===== config.mk =====
export PLATFORM = sky130hd
export DESIGN_NAME = nec_ir_tx
export DESIGN_NICKNAME = d
export VERILOG_FILES = /design/src/rtl/nec_tx_pkg.sv /design/src/rtl/nec_rst_sync.sv /design/src/rtl/nec_tick_gen.sv /design/src/rtl/nec_carrier_gen.sv /design/src/rtl/nec_frame_seq.sv /design/src/rtl/nec_ir_tx.sv
export SDC_FILE = /design/constraint.sdc
export NUM_CORES = 1
export LEC_CHECK = 0
export BUFFER_PORTS_ARGS = -buffer_cell sky130_fd_sc_hd__buf_2
export CAP_MARGIN = 10
export CORE_MARGIN = 5
export CORE_UTILIZATION = 40
export DETAILED_ROUTE_END_ITERATION = 10
export GPL_ROUTABILITY_DRIVEN = 0
export MAX_ROUTING_LAYER = met4
export PLACE_DENSITY = 0.7
export SLEW_MARGIN = 20
export SYNTH_ARGS = -nofsm -noshare
export SYNTH_HDL_FRONTEND = slang
export SYNTH_SLANG_ARGS = --single-unit

===== constraint.sdc =====
create_clock -name clk -period 3 [get_ports clk]
set_input_delay 0.6 -clock clk [delete_from_list [all_inputs] [get_ports clk]]
set_output_delay 0.6 -clock clk [all_outputs]
set_load 0.005 [all_outputs]

===== src/rtl/nec_tx_pkg.sv =====
package nec_tx_pkg;

  localparam int CODE_W = 32;

  typedef enum logic [3:0] {
    SEG_IDLE,
    SEG_LEAD_MARK,
    SEG_LEAD_SPACE,
    SEG_BIT_MARK,
    SEG_BIT_SPACE,
    SEG_STOP_MARK,
    SEG_GAP,
    SEG_RPT_MARK,
    SEG_RPT_SPACE,
    SEG_RPT_STOP
  } seg_e;

  function automatic logic is_burst(seg_e s);
    return (s == SEG_LEAD_MARK) || (s == SEG_BIT_MARK) || (s == SEG_STOP_MARK) ||
           (s == SEG_RPT_MARK)  || (s == SEG_RPT_STOP);
  endfunction

endpackage


===== src/rtl/nec_rst_sync.sv =====
module nec_rst_sync (
  input  logic clk,
  input  logic rst_n,
  output logic rst_sync_n
);

  logic [1:0] sync_q;

  always_ff @(posedge clk or negedge rst_n) begin
    if (!rst_n) begin
      sync_q <= 2'b00;
    end else begin
      sync_q <= {sync_q[0], 1'b1};
    end
  end

  assign rst_sync_n = sync_q[1];

endmodule


===== src/rtl/nec_tick_gen.sv =====
module nec_tick_gen #(
  parameter int DIV = 50
) (
  input  logic clk,
  input  logic rst_n,
  input  logic clr,
  output logic tick
);

  localparam int W = (DIV > 1) ? $clog2(DIV) : 1;
  localparam logic [W-1:0] LAST = W'(DIV - 1);

  logic [W-1:0] cnt_q;
  logic [W-1:0] cnt_d;

  always_comb begin
    if (clr) begin
      cnt_d = '0;
    end else if (cnt_q == LAST) begin
      cnt_d = '0;
    end else begin
      cnt_d = cnt_q + W'(1);
    end
  end

  always_ff @(posedge clk or negedge rst_n) begin
    if (!rst_n) begin
      cnt_q <= '0;
    end else begin
      cnt_q <= cnt_d;
    end
  end

  assign tick = (cnt_q == LAST);

endmodule


===== src/rtl/nec_carrier_gen.sv =====
module nec_carrier_gen #(
  parameter int PERIOD_CLK = 1316,
  parameter int HIGH_CLK   = 438
) (
  input  logic clk,
  input  logic rst_n,
  output logic carrier
);

  localparam int W = (PERIOD_CLK > 1) ? $clog2(PERIOD_CLK) : 1;
  localparam logic [W-1:0] LAST   = W'(PERIOD_CLK - 1);
  localparam logic [W-1:0] HIGH_C = W'(HIGH_CLK);

  logic [W-1:0] cnt_q;
  logic [W-1:0] cnt_d;
  logic         car_q;
  logic         car_d;

  always_comb begin
    if (cnt_q == LAST) begin
      cnt_d = '0;
    end else begin
      cnt_d = cnt_q + W'(1);
    end
    car_d = (cnt_d < HIGH_C);
  end

  always_ff @(posedge clk or negedge rst_n) begin
    if (!rst_n) begin
      cnt_q <= '0;
      car_q <= 1'b0;
    end else begin
      cnt_q <= cnt_d;
      car_q <= car_d;
    end
  end

  assign carrier = car_q;

endmodule


===== src/rtl/nec_frame_seq.sv =====
module nec_frame_seq
  import nec_tx_pkg::*;
#(
  parameter int LEAD_MARK_T  = 9000,
  parameter int LEAD_SPACE_T = 4500,
  parameter int BIT_MARK_T   = 560,
  parameter int ZERO_SPACE_T = 560,
  parameter int ONE_SPACE_T  = 1690,
  parameter int RPT_SPACE_T  = 2250,
  parameter int RPT_PERIOD_T = 108000,
  parameter int RPT_W        = 8
) (
  input  logic              clk,
  input  logic              rst_n,
  input  logic              start,
  input  logic [CODE_W-1:0] code,
  input  logic [RPT_W-1:0]  rpt_num,
  input  logic              tick,
  output logic              tick_clr,
  output logic              busy,
  output logic              done,
  output logic              carrier_en
);

  localparam int W    = $clog2(RPT_PERIOD_T + 1);
  localparam int BW   = $clog2(CODE_W);
  localparam logic [W-1:0] ONE   = W'(1);
  localparam logic [W-1:0] LM_C  = W'(LEAD_MARK_T);
  localparam logic [W-1:0] LS_C  = W'(LEAD_SPACE_T);
  localparam logic [W-1:0] BM_C  = W'(BIT_MARK_T);
  localparam logic [W-1:0] S0_C  = W'(ZERO_SPACE_T);
  localparam logic [W-1:0] S1_C  = W'(ONE_SPACE_T);
  localparam logic [W-1:0] RS_C  = W'(RPT_SPACE_T);
  localparam logic [W-1:0] PER_C = W'(RPT_PERIOD_T);
  localparam logic [BW-1:0] LAST_BIT = BW'(CODE_W - 1);

  seg_e              seg_q, seg_d;
  logic [W-1:0]      cnt_q, cnt_d;
  logic [W-1:0]      per_q, per_d;
  logic [CODE_W-1:0] shift_q, shift_d;
  logic [BW-1:0]     bit_q, bit_d;
  logic [RPT_W-1:0]  rpt_q, rpt_d;
  logic              done_q, done_d;
  logic              clr_d;

  always_comb begin
    seg_d   = seg_q;
    cnt_d   = cnt_q;
    per_d   = per_q;
    shift_d = shift_q;
    bit_d   = bit_q;
    rpt_d   = rpt_q;
    done_d  = 1'b0;
    clr_d   = 1'b0;
    if (seg_q == SEG_IDLE) begin
      if (start) begin
        seg_d   = SEG_LEAD_MARK;
        cnt_d   = LM_C;
        per_d   = PER_C;
        shift_d = code;
        bit_d   = '0;
        rpt_d   = rpt_num;
        clr_d   = 1'b1;
      end
    end else if (tick) begin
      per_d = per_q - ONE;
      if (cnt_q != ONE) begin
        cnt_d = cnt_q - ONE;
      end else begin
        case (seg_q)
          SEG_LEAD_MARK: begin
            seg_d = SEG_LEAD_SPACE;
            cnt_d = LS_C;
          end
          SEG_LEAD_SPACE: begin
            seg_d = SEG_BIT_MARK;
            cnt_d = BM_C;
          end
          SEG_BIT_MARK: begin
            seg_d = SEG_BIT_SPACE;
            cnt_d = shift_q[0] ? S1_C : S0_C;
          end
          SEG_BIT_SPACE: begin
            shift_d = shift_q >> 1;
            bit_d   = bit_q + BW'(1);
            cnt_d   = BM_C;
            seg_d   = (bit_q == LAST_BIT) ? SEG_STOP_MARK : SEG_BIT_MARK;
          end
          SEG_STOP_MARK: begin
            if (rpt_q == '0) begin
              seg_d  = SEG_IDLE;
              done_d = 1'b1;
            end else begin
              seg_d = SEG_GAP;
              cnt_d = per_q - ONE;
            end
          end
          SEG_GAP: begin
            seg_d = SEG_RPT_MARK;
            cnt_d = LM_C;
            per_d = PER_C;
          end
          SEG_RPT_MARK: begin
            seg_d = SEG_RPT_SPACE;
            cnt_d = RS_C;
          end
          SEG_RPT_SPACE: begin
            seg_d = SEG_RPT_STOP;
            cnt_d = BM_C;
          end
          SEG_RPT_STOP: begin
            rpt_d = rpt_q - RPT_W'(1);
            if (rpt_q == RPT_W'(1)) begin
              seg_d  = SEG_IDLE;
              done_d = 1'b1;
            end else begin
              seg_d = SEG_GAP;
              cnt_d = per_q - ONE;
            end
          end
          default: begin
            seg_d = SEG_IDLE;
          end
        endcase
      end
    end
  end

  always_ff @(posedge clk or negedge rst_n) begin
    if (!rst_n) begin
      seg_q   <= SEG_IDLE;
      cnt_q   <= '0;
      per_q   <= '0;
      shift_q <= '0;
      bit_q   <= '0;
      rpt_q   <= '0;
      done_q  <= 1'b0;
    end else begin
      seg_q   <= seg_d;
      cnt_q   <= cnt_d;
      per_q   <= per_d;
      shift_q <= shift_d;
      bit_q   <= bit_d;
      rpt_q   <= rpt_d;
      done_q  <= done_d;
    end
  end

  assign tick_clr   = clr_d;
  assign busy       = (seg_q != SEG_IDLE);
  assign done       = done_q;
  assign carrier_en = is_burst(seg_q);

endmodule


===== src/rtl/nec_ir_tx.sv =====
module nec_ir_tx #(
  parameter int CLK_PER_TICK = 50,
  parameter int LEAD_MARK_T  = 9000,
  parameter int LEAD_SPACE_T = 4500,
  parameter int BIT_MARK_T   = 560,
  parameter int ZERO_SPACE_T = 560,
  parameter int ONE_SPACE_T  = 1690,
  parameter int RPT_SPACE_T  = 2250,
  parameter int RPT_PERIOD_T = 108000,
  parameter int CAR_DIV      = 1316
) (
  input  logic        clk,
  input  logic        rst_n,
  input  logic        start,
  input  logic [31:0] code,
  input  logic [7:0]  rpt_num,
  output logic        busy,
  output logic        done,
  output logic        carrier_en,
  output logic        ir_out
);

  localparam int CAR_HIGH = CAR_DIV / 3;

  logic rst_i_n;
  logic tick;
  logic tick_clr;
  logic carrier;

  nec_rst_sync u_rst (
    .clk        (clk),
    .rst_n      (rst_n),
    .rst_sync_n (rst_i_n)
  );

  nec_tick_gen #(
    .DIV (CLK_PER_TICK)
  ) u_tick (
    .clk   (clk),
    .rst_n (rst_i_n),
    .clr   (tick_clr),
    .tick  (tick)
  );

  nec_carrier_gen #(
    .PERIOD_CLK (CAR_DIV),
    .HIGH_CLK   (CAR_HIGH)
  ) u_car (
    .clk     (clk),
    .rst_n   (rst_i_n),
    .carrier (carrier)
  );

  nec_frame_seq #(
    .LEAD_MARK_T  (LEAD_MARK_T),
    .LEAD_SPACE_T (LEAD_SPACE_T),
    .BIT_MARK_T   (BIT_MARK_T),
    .ZERO_SPACE_T (ZERO_SPACE_T),
    .ONE_SPACE_T  (ONE_SPACE_T),
    .RPT_SPACE_T  (RPT_SPACE_T),
    .RPT_PERIOD_T (RPT_PERIOD_T),
    .RPT_W        (8)
  ) u_seq (
    .clk        (clk),
    .rst_n      (rst_i_n),
    .start      (start),
    .code       (code),
    .rpt_num    (rpt_num),
    .tick       (tick),
    .tick_clr   (tick_clr),
    .busy       (busy),
    .done       (done),
    .carrier_en (carrier_en)
  );

  assign ir_out = carrier & carrier_en;

endmodule


==> metrics.yaml, run 1 <==
timing:
  tightest_slew_ns: 0.694
  fmax_ghz: 0.373
  setup_ws_ns: 0.318
  hold_violations: 0
  rsz0062_at_grt: "no"
  fin_crit_ns: 2.68
  fin_crit_sh: 0.894
  setup-violations-final: 0
  fin_skew_ns: 0.00695
  setup-tns-final_ns: 0
  maxSlewViolCount: 0
  slew_headroom: 0.533
  hold_ws_ns: 0.354
place:
  place_inst: 928
  place_area_um2: 6510
  pre_cts_ws_ns: 0.339
  io_buffers: 46
  hpwl_um: 10000
die:
  start_util: 0.410
  core_area_um2: 14600
  die_area_um2: 17500
  row_count: 44
  die_w_um: 132
  die_h_um: 132
  io_pins: 47
cells_and_area:
  fill_cells: 1430
  n_antenna_cell: 0
  final_core_util: 0.466
  nNetsFinal: 810
  layout-drive-gt1-share: 0.139
  syn2layout_area_growth_pct: 13.8
  final_area_um2: 6810
  final_cell_count_no_fill: 945
logic_synthesis:
  synthCells: 711
  synth_edf_count: 0
  yosys.area.top_type: "dfrtp_1"
  synth_seq_area_share: 0.435
  syn_nets: 765
  netlist_area_um2: 5980
  syn_area_per_cell_um2: 8.41
  synth_most_common_cell: "nand2_1"
  synth.top_cell.area_share: 0.435
  ys.flop_type: "dfrtp_1"
  synth_seq_cells: 104
  synth.distinct_cells: 68
  synth_warnings: 0
  async_flop_share: 1.00
  synth_common_cells: "nand2_1 (109), dfrtp_1 (104), nor2_1 (89)"
  synth.area.top_cells: "dfrtp_1 (44%), nand2_1 (6.8%), nor2_1 (5.6%), a31oi_1 (3.8%), o21ai_0 (3.4%)"
clock_network:
  cts_buffers: 9
  cts.sinks: 104
  cts_buffer_depth: 2
  cts_hold_buffers: 1
  cts_max_level: 3
  path_clk_slew_ns: 0.07
  ctsResizeCount: 0
  cts_tree: "built"
  post-cts-setup-buffer-count: 0
  root_buffer: "clkbuf_16"
  clock_latency_ns: 0.36
worst_setup_path:
  cp-startpoint: "u_seq.cnt_q[6]"
  cp_common_cell: "a21oi_1"
  critical_path.cell_chain: "or4_4, or3_1, or3_4, o21ai_4, buf_4, a21oi_1, a21oi_1"
  crit_fanout: 12
  end_kind: "flip-flop"
  cp.arrival_ns: 2.96
  worstReg2RegStart: "u_seq.cnt_q[6]"
  crit_family: "simple AND/OR/NAND/NOR gates"
  path_buf_inv: 1
  r2r_slack_ns: 0.32
  cp_slowest_cell: "or4_4"
  critPathMaxStageDelay_ns: 0.58
  path_class: "flip-flop to flip-flop"
  required_ns: 3.28
  start_kind: "flip-flop"
job:
  cap_viol_max_count: 0
power:
  power_leakage_nw: 2.89
  p_total_mw: 2.64
  peakVddDrop_v: 0.000394
  powerDensity_nw_per_um2: 387
grt:
  grt-ovfl-total: 0
  antenna_found_initial: 0
  track_usage: 0.173
  grt_pass1_wl_um: 24800
  grt_pass1_vias: 5069
  grt_max_degree: 70
hold_path:
  worstHoldStart: "u_rst.sync_q[0]"
  hold_class: "flip-flop to flip-flop"
route:
  via_count: 5194
  highest-signal-layer: "met4"
  first_pass_iters: 5
  dr_wl_met3_um: 719
  via_per_inst: 5.50
  dr_wl_met2_um: 6310
  drtIter0Drc: 359
  wl_per_cell_um: 15.0
  wl_met1_um: 6870
  drcViolationCount: 0
  ant_nets: 0
  drt_wl_total_um: 14200
run_status:
  status: "complete, no violations"
layout make-up:
| cell class | count | area, µm² | area share |
|---|---|---|---|
| Tap cell | 184 | 230 | 0.0338 |
| Clock buffer | 11 | 243 | 0.0357 |
| Sequential cell | 104 | 2610 | 0.383 |
| Multi-Input combinational cell | 547 | 3140 | 0.461 |
| Clock inverter | 5 | 46.3 | 0.00680 |
| Timing Repair Buffer | 73 | 460 | 0.0677 |
| Inverter | 21 | 78.8 | 0.0116 |
cells in the final DEF (no fill, tap or decap), drive strengths merged, types with 7 or more instances in the layout:
master	n
o211ai	10
inv	25
nand4	7
nor2b	8
buf	72
dfrtp	104
or3	7
xor2	17
nand3	29
o21ai	45
nor2	89
clkbuf	11
a31oi	36
a21oi	41
and3	7
ha	11
nor3	22
xnor2	16
nand2	109
sequential cells by signal, indices dropped and copies added, names as in the netlist:
| name | count |
|---|---|
| u_seq.shift_q | 32 |
| u_seq.cnt_q | 17 |
| u_seq.per_q | 17 |
| u_car.cnt_q | 11 |
| u_seq.rpt_q | 8 |
| u_tick.cnt_q | 6 |
| u_seq.bit_q | 5 |
| u_seq.seg_q | 4 |
| u_rst.sync_q | 2 |
| u_car.carrier | 1 |
| u_seq.done | 1 |
routing by layer:
layer | GRT usage | vias to the layer above
li1 | - | 2611
met1 | 0.239 | 2429
met2 | 0.255 | 130
met3 | 0.0389 | 24
met4 | 0.0554 | 0
met5 | - | -
worst paths after layout:
path | cells past startpoint | endpoint
setup / recovery | 7 | u_seq.rpt_q[2]
min in group asynchronous | 0 | u_seq.shift_q[28]
setup reg to reg | 7 | u_seq.rpt_q[2]
hold reg to reg | 0 | u_rst.sync_q[1]
hold / removal | 0 | u_rst.sync_q[1]
max in group asynchronous | 1 | u_seq.cnt_q[11]
logic make-up (layout without fill, tap and decap cells):
family / after synthesis / count (layout) / synth area share
AO/OA/AOI/OAI: 178 / 178 / 0.191
XOR/XNOR: 33 / 33 / 0.0483
adder cells (fa/ha/maj): 11 / 11 / 0.0230
buffers and inverters: 60 / 110 / 0.0408
flip-flops: 104 / 104 / 0.435
multiplexers: 2 / 2 / 0.00377
other: 1 / 1 / 0.000627
AND/OR/NAND/NOR: 322 / 322 / 0.257
report_power, final:
group / internal [mW] / switching (mW) / total (mW)
Sequential: 1.40 / 0.0132 / 1.42
Clock: 0.603 / 0.558 / 1.16
Combinational: 0.0282 / 0.0310 / 0.0592
(Power assumes the default switching activity.)
==> inputs of run 2 (changes only) <==
ABC_AREA = 1   (was unset)
==> run 2 against run 1 <==
Clock skew grew 0.0020 ns. Register-to-register slack gained 0.45 ns. Cell count grew 27%. Largest cell class unchanged. Highest routed layer unchanged. Hold slack lost 0.00072 ns. First-iteration DRC count grew 18%. Die area grew 5.7%. Largest power group unchanged. Sequential power is essentially flat. Count of clock-buffer cells in the layout grew 1. Combinational power shrank 25%. Sequential share of layout area shrank 1.5 points.
==> metrics.yaml, run 2 <==
run_status:
  status: "complete, no violations"
clock_network:
  post-cts-setup-buffer-count: 0  # unchanged
  cts_tree: "built"
  root_buffer: "clkbuf_16"
  cts.sinks: 104  # unchanged
  path_clk_slew_ns: 0.07  # about the same
  clock_latency_ns: 0.35  # about the same
  cts_buffer_depth: 2  # unchanged
  cts_buffers: 9  # unchanged
  cts_max_level: 3  # unchanged
cells_and_area:
  n_antenna_cell: 0  # unchanged
  fill_cells: 1606  # +12%
  syn2layout_area_growth_pct: 11.6
  regMostFlops: "u_seq.shift_q"
  final_core_util: 0.451  # -0.0154
  final_common_cell: "nand2_1"
  final_cell_count_no_fill: 1198  # +27%
  largest_reg_flops: 32  # unchanged
  layout-drive-gt1-share: 0.104  # -0.0354
  nNetsFinal: 1031  # +27%
  biggestRegsByFlops: "u_seq.shift_q x32, u_seq.cnt_q x17, u_seq.per_q x17"
  mostFrequentLayoutCells: "nand2_1 (369), nor2_1 (107), dfrtp_1 (103), nand3_1 (88), inv_1 (86)"
timing:
  slew_headroom: 0.536  # +0.00237
  setup-violations-final: 0  # unchanged
  rsz0062_at_grt: "no"
  fmax_ghz: 0.447  # +20%
  fin_crit_ns: 2.24  # -0.445 ns
  setup_ws_ns: 0.763  # +0.445 ns
  fin_crit_sh: 0.746  # -0.148
  hold_violations: 0  # unchanged
  maxSlewViolCount: 0  # unchanged
  tightest_slew_ns: 0.696  # +0.00178 ns
  fin_skew_ns: 0.00898  # +0.00203 ns
  setup-tns-final_ns: 0  # unchanged
die:
  die_h_um: 136  # +2.8%
  io_pins: 47  # unchanged
  start_util: 0.404  # -0.00582
  core_area_um2: 15700  # +7.7%
  row_count: 46  # +4.5%
  die_area_um2: 18500  # +5.7%
  die_w_um: 136  # +2.8%
power:
  powerDensity_nw_per_um2: 365  # -5.8%
  p_total_mw: 2.59  # -1.9%
  power_leakage_nw: 3.67  # +27%
  peakVddDrop_v: 0.000248  # -37%
logic_synthesis:
  synthCells: 935  # +32%
  ys.flop_type: "dfrtp_1"
  synth.top_cell.area_share: 0.410  # -0.0253
  async_flop_share: 1.00  # unchanged
  yosys.area.top_type: "dfrtp_1"
  synth_edf_count: 0  # unchanged
  synth_seq_cells: 104  # unchanged
  synth_seq_area_share: 0.410  # -0.0253
  synth_common_cells: "nand2_1 (369), nor2_1 (108), dfrtp_1 (104)"
  synth.area.top_cells: "dfrtp_1 (41%), nand2_1 (22%), nand3_1 (6.9%), nor2_1 (6.4%), inv_1 (5.1%)"
  netlist_area_um2: 6350  # +6.2%
  syn_nets: 989  # +29%
  syn_area_per_cell_um2: 6.79  # -19%
  synth_most_common_cell: "nand2_1"
  synth_warnings: 0  # unchanged
  synth.distinct_cells: 36  # -47%
worst_setup_path:
  cp.arrival_ns: 2.48  # -0.48 ns
  end_kind: "flip-flop"
  required_ns: 3.24  # -0.04 ns
  crit_fanout: 20  # +8
  start_kind: "flip-flop"
  r2r_cells: 9  # +2
  path_class: "flip-flop to flip-flop"
place:
  place_inst: 1181  # +27%
  pre_cts_ws_ns: 0.785  # +0.446 ns
  hpwl_um: 10500  # +4.1%
  io_buffers: 46  # unchanged
grt:
  grt_pass1_vias: 5412  # +6.8%
  grt-ovfl-total: 0  # unchanged
  grt_pass1_wl_um: 25100  # +1.3%
  grt_max_degree: 53  # -24%
  track_usage: 0.171  # -0.00238
  antenna_found_initial: 0  # unchanged
route:
  via_count: 5777  # +11%
  via_per_inst: 4.82  # -12%
  drcViolationCount: 0  # unchanged
  drt_wl_total_um: 14600  # +3.2%
  first_pass_iters: 5  # unchanged
  ant_nets: 0  # unchanged
  wl_per_cell_um: 12.2  # -19%
  drtIter0Drc: 424  # +18%
hold_path:
  hold_depth: 0  # unchanged
  hold_class: "flip-flop to flip-flop"
job:
  cap_viol_max_count: 0  # unchanged
## run 2: metal layers
| metal | track usage | wire (µm) |
|---|---|---|
| met1 | 0.223 | 6900 |
| met2 | 0.268 | 6840 |
| met3 | 0.0307 | 586 |
| met4 | 0.0616 | 310 |
| met5 | - | 0 |
## run 2: final cells by class
class	instances	area, µm²	share of cell area
timing repair buffer	56	320	0.0452
sequential	104	2610	0.368
clock inverter	4	31.3	0.00441
tap	216	270	0.0381
clock buffer	12	246	0.0348
inverter	94	353	0.0498
multi-input combinational	712	3260	0.460
## run 2: cell families after synthesis
logic type | count (synthesis) | synth area share
DFF | 104 | 0.410
other | 1 | 0.000591
AOI/OAI and AO/OA | 77 | 0.0641
xor gates and xnor gates | 20 | 0.0276
and+or+nand+nor | 603 | 0.398
buffers and inverters | 119 | 0.0782
adders and majority gates | 11 | 0.0217
## run 2: power breakdown
group          total, mW  internal (mW)  switching (mW)  leakage (nW)
Combinational     0.0444         0.0223          0.0221          2.29
Clock               1.12          0.590           0.535         0.137
Sequential          1.42           1.40          0.0137          1.25
## run 2: what timing repair did
action,4_1_cts,5_1_grt
resized for setup,0,0
hold buffers,1,0
endpoints found under the hold margin,2,0
## run 2: worst paths after layout
kind	slack [ns]	end	start
setup / recovery	0.76	u_seq.rpt_q[5]	u_seq.cnt_q[6]
min in group asynchronous	0.38	u_seq.rpt_q[0]	u_rst.sync_q[1]
setup reg to reg	0.76	u_seq.rpt_q[5]	u_seq.cnt_q[6]
hold / removal	0.35	u_rst.sync_q[1]	u_rst.sync_q[0]
hold reg to reg	0.35	u_rst.sync_q[1]	u_rst.sync_q[0]
max in group asynchronous	1.89	u_seq.shift_q[7]	u_rst.sync_q[1]
## run 2: metrics by stage
stage,area [µm²],hold slack (ns)
finish,7090,0.353
CTS,7090,0.357
global route,7090,0.381
detailed placement,6800,0.340
global placement,6800,0.336
floorplan,6350,0.304
## run 2: critical path, cell delays in order (launching register included)
cell,delay (ns)
dfrtp_1,0.42
nor2_2,0.23
nand2_1,0.15
nor2_1,0.12
nand2_1,0.34
o21ai_4,0.29
buf_4,0.27
o21ai_1,0.17
nand2_1,0.10
nand2_1,0.04
==> inputs of run 3 (changes only) <==
ABC_AREA = 0   (was 1)
PLACE_DENSITY = 0.68   (was 0.7)
clock period = 2.22 ns   (was 3 ns; I/O delays follow)
==> run 3 against run 2 <==
The flow now finishes with violations (negative setup slack). Sequential share of layout area shrank 2.7 points. Clock power is 44% higher. Non-clock buffer count grew 84. Die area is 5.4% lower. Worst setup slack worse by 0.87 ns. Sequential power grew 35%. Routed wire length up 12%. Cell count fell by 15%. Combinational power is 110% higher. Critical path depth is 1 lower. Utilization increased by 7.4 points. Final area increased by 8.1%. Critical path type unchanged. Largest power group unchanged. Highest routed layer unchanged.
==> metrics.yaml, run 3 (same netlist as run 1, synthesis figures left out) <==
die:
  core_area_um2: 14600  # -7.2%
  die_h_um: 132  # -2.7%
  row_count: 44  # -4.3%
  die_area_um2: 17500  # -5.4%
  die_w_um: 132  # -2.7%
  io_pins: 47  # unchanged
  start_util: 0.410  # +0.00582
power:
  peakVddDrop_v: 0.000357  # +44%
  power_leakage_nw: 3.30  # -10%
  powerDensity_nw_per_um2: 471  # +29%
clock_network:
  cts_buffer_depth: 2  # unchanged
  cts_tree: "built"
  path_clk_slew_ns: 0.08  # about the same
  clock_latency_ns: 0.37  # +0.02 ns
  root_buffer: "clkbuf_16"
  cts_max_level: 3  # unchanged
  cts.sinks: 104  # unchanged
  cts_buffers: 9  # unchanged
grt:
  grt_pass1_wl_um: 25400  # +1.4%
  grt_max_degree: 42  # -21%
  grt-ovfl-total: 0  # unchanged
  grt_pass1_vias: 5269  # -2.6%
  antenna_found_initial: 0  # unchanged
  track_usage: 0.180  # +0.00906
cells_and_area:
  mostFrequentLayoutCells: "nand2_1 (107), dfrtp_1 (101), nor2_1 (86), buf_4 (75), buf_2 (47)"
  fill_cells: 1303  # -19%
  multi_input_area_um2: 3320  # +2.0%
  final_cell_count_no_fill: 1013  # -15%
  largest_reg_flops: 32  # unchanged
  regMostFlops: "u_seq.shift_q"
  final_common_cell: "nand2_1"
  biggestRegsByFlops: "u_seq.shift_q x32, u_seq.cnt_q x17, u_seq.per_q x17"
  nNetsFinal: 878  # -15%
  layout-drive-gt1-share: 0.246  # +0.142
  n_antenna_cell: 0  # unchanged
  register_area_um2: 2610  # about the same
  syn2layout_area_growth_pct: 28.1
timing:
  setup-violations-final: 15  # +15
  fin_crit_ns: 2.32  # +0.0881 ns
  fmax_ghz: 0.430  # -3.8%
  maxSlewViolCount: 0  # unchanged
  hold_ws_ns: 0.290  # -0.0632 ns
  hold_violations: 0  # unchanged
  rsz0062_at_grt: "yes"
  setup_ws_ns: -0.105  # -0.868 ns
  fin_crit_sh: 1.05  # +0.302
  fin_skew_ns: 0.00929  # +0.000315 ns
worst_setup_path:
  end_kind: "flip-flop"
  critPathMaxStageDelay_ns: 0.53  # +0.11 ns
  path_buf_inv: 2  # +1
  critical_path.cell_chain: "or4_4, or3_4, buf_4, nor3_4, buf_6, nand3_1, xor2_1, nor2_1"
  crit_family: "simple AND/OR/NAND/NOR gates"
  cp.arrival_ns: 2.57  # +0.09 ns
  required_ns: 2.47  # -0.77 ns
  crit_fanout: 6  # -70%
  cp_slowest_cell: "or4_4"
  start_kind: "flip-flop"
  path_class: "flip-flop to flip-flop"
run_status:
  status: "finished, violations left"
  violations: "negative setup slack"
place:
  place_inst: 981  # -17%
  io_buffers: 46  # unchanged
  hpwl_um: 11100  # +6.3%
hold_path:
  hold_class: "flip-flop to async pin"
route:
  ant_nets: 0  # unchanged
  wl_per_cell_um: 16.2  # +33%
  drtIter0Drc: 480  # +13%
  via_per_inst: 5.61  # +16%
  drt_wl_total_um: 16400  # +12%
  drcViolationCount: 0  # unchanged
  via_count: 5683  # -1.6%
  first_pass_iters: 5  # unchanged
job:
  cap_viol_max_count: 0  # unchanged
==> run 3: timing repair <==
item / in CTS / in global routing
setup endpoints to repair: 30 / 60
gates cloned: 0 / 9
setup buffers: 0 / 6
hold endpoints to repair: 2 / 0
hold buffers: 1 / 0
pin swaps: 4 / 8
resized for setup: 16 / 31
==> run 3: layout make-up <==
type,count,area share
clock inverters,7,0.00931
flip-flops and latches,104,0.341
well taps,184,0.0301
inverters,21,0.0103
repair buffers,140,0.147
multi-input cells,548,0.434
clock buffers,9,0.0294
==> run 3: power breakdown <==
part           switching [mW]  leakage [nW]  total, mW  internal, mW
clock network           0.808         0.145       1.61         0.797
registers              0.0135          1.28       1.91          1.90
logic                  0.0493          1.87     0.0928        0.0435
total                   0.871          3.30       3.61          2.74
==> run 3: metal layers <==
| metal | routed length, µm | GRT usage | vias up | share of wire |
|---|---|---|---|---|
| li1 | - | - | 2759 | - |
| met1 | 7260 | 0.232 | 2731 | 0.44 |
| met2 | 7860 | 0.284 | 160 | 0.48 |
| met3 | 848 | 0.0290 | 33 | 0.052 |
| met4 | 454 | 0.0724 | 0 | 0.028 |
| met5 | 0 | - | - | 0 |
==> run 3: per-stage QoR <==
step | setup TNS [ns] | area, µm² | worst slack, ns | total power, mW | util
floorplan | -2.01 | 5990 | -0.185 | 1.98 | -
global placement | -1.27 | 6920 | -0.129 | 2.04 | 0.475
detailed placement | -1.65 | 6920 | -0.151 | 2.04 | 0.475
CTS | -0.521 | 7300 | -0.0765 | 3.64 | 0.500
global route | -2.30 | 7660 | -0.191 | 3.72 | 0.525
finish | -0.571 | 7660 | -0.105 | 3.61 | 0.525
==> run 3: path summary, 6_finish.rpt <==
path                            startpoint           endpoint  slack [ns]  cells after the start
min in group clk                  code[31]  u_seq.shift_q[31]        0.30                      3
max reg2reg                 u_seq.cnt_q[8]     u_seq.bit_q[2]       -0.10                      8
max                         u_seq.cnt_q[8]     u_seq.bit_q[2]       -0.10                      8
min                        u_rst.sync_q[1]  u_seq.shift_q[21]        0.29                      0
min reg2reg                u_rst.sync_q[1]  u_seq.shift_q[21]        0.29                      0
max in group asynchronous  u_rst.sync_q[1]    u_seq.cnt_q[14]        1.30                      1
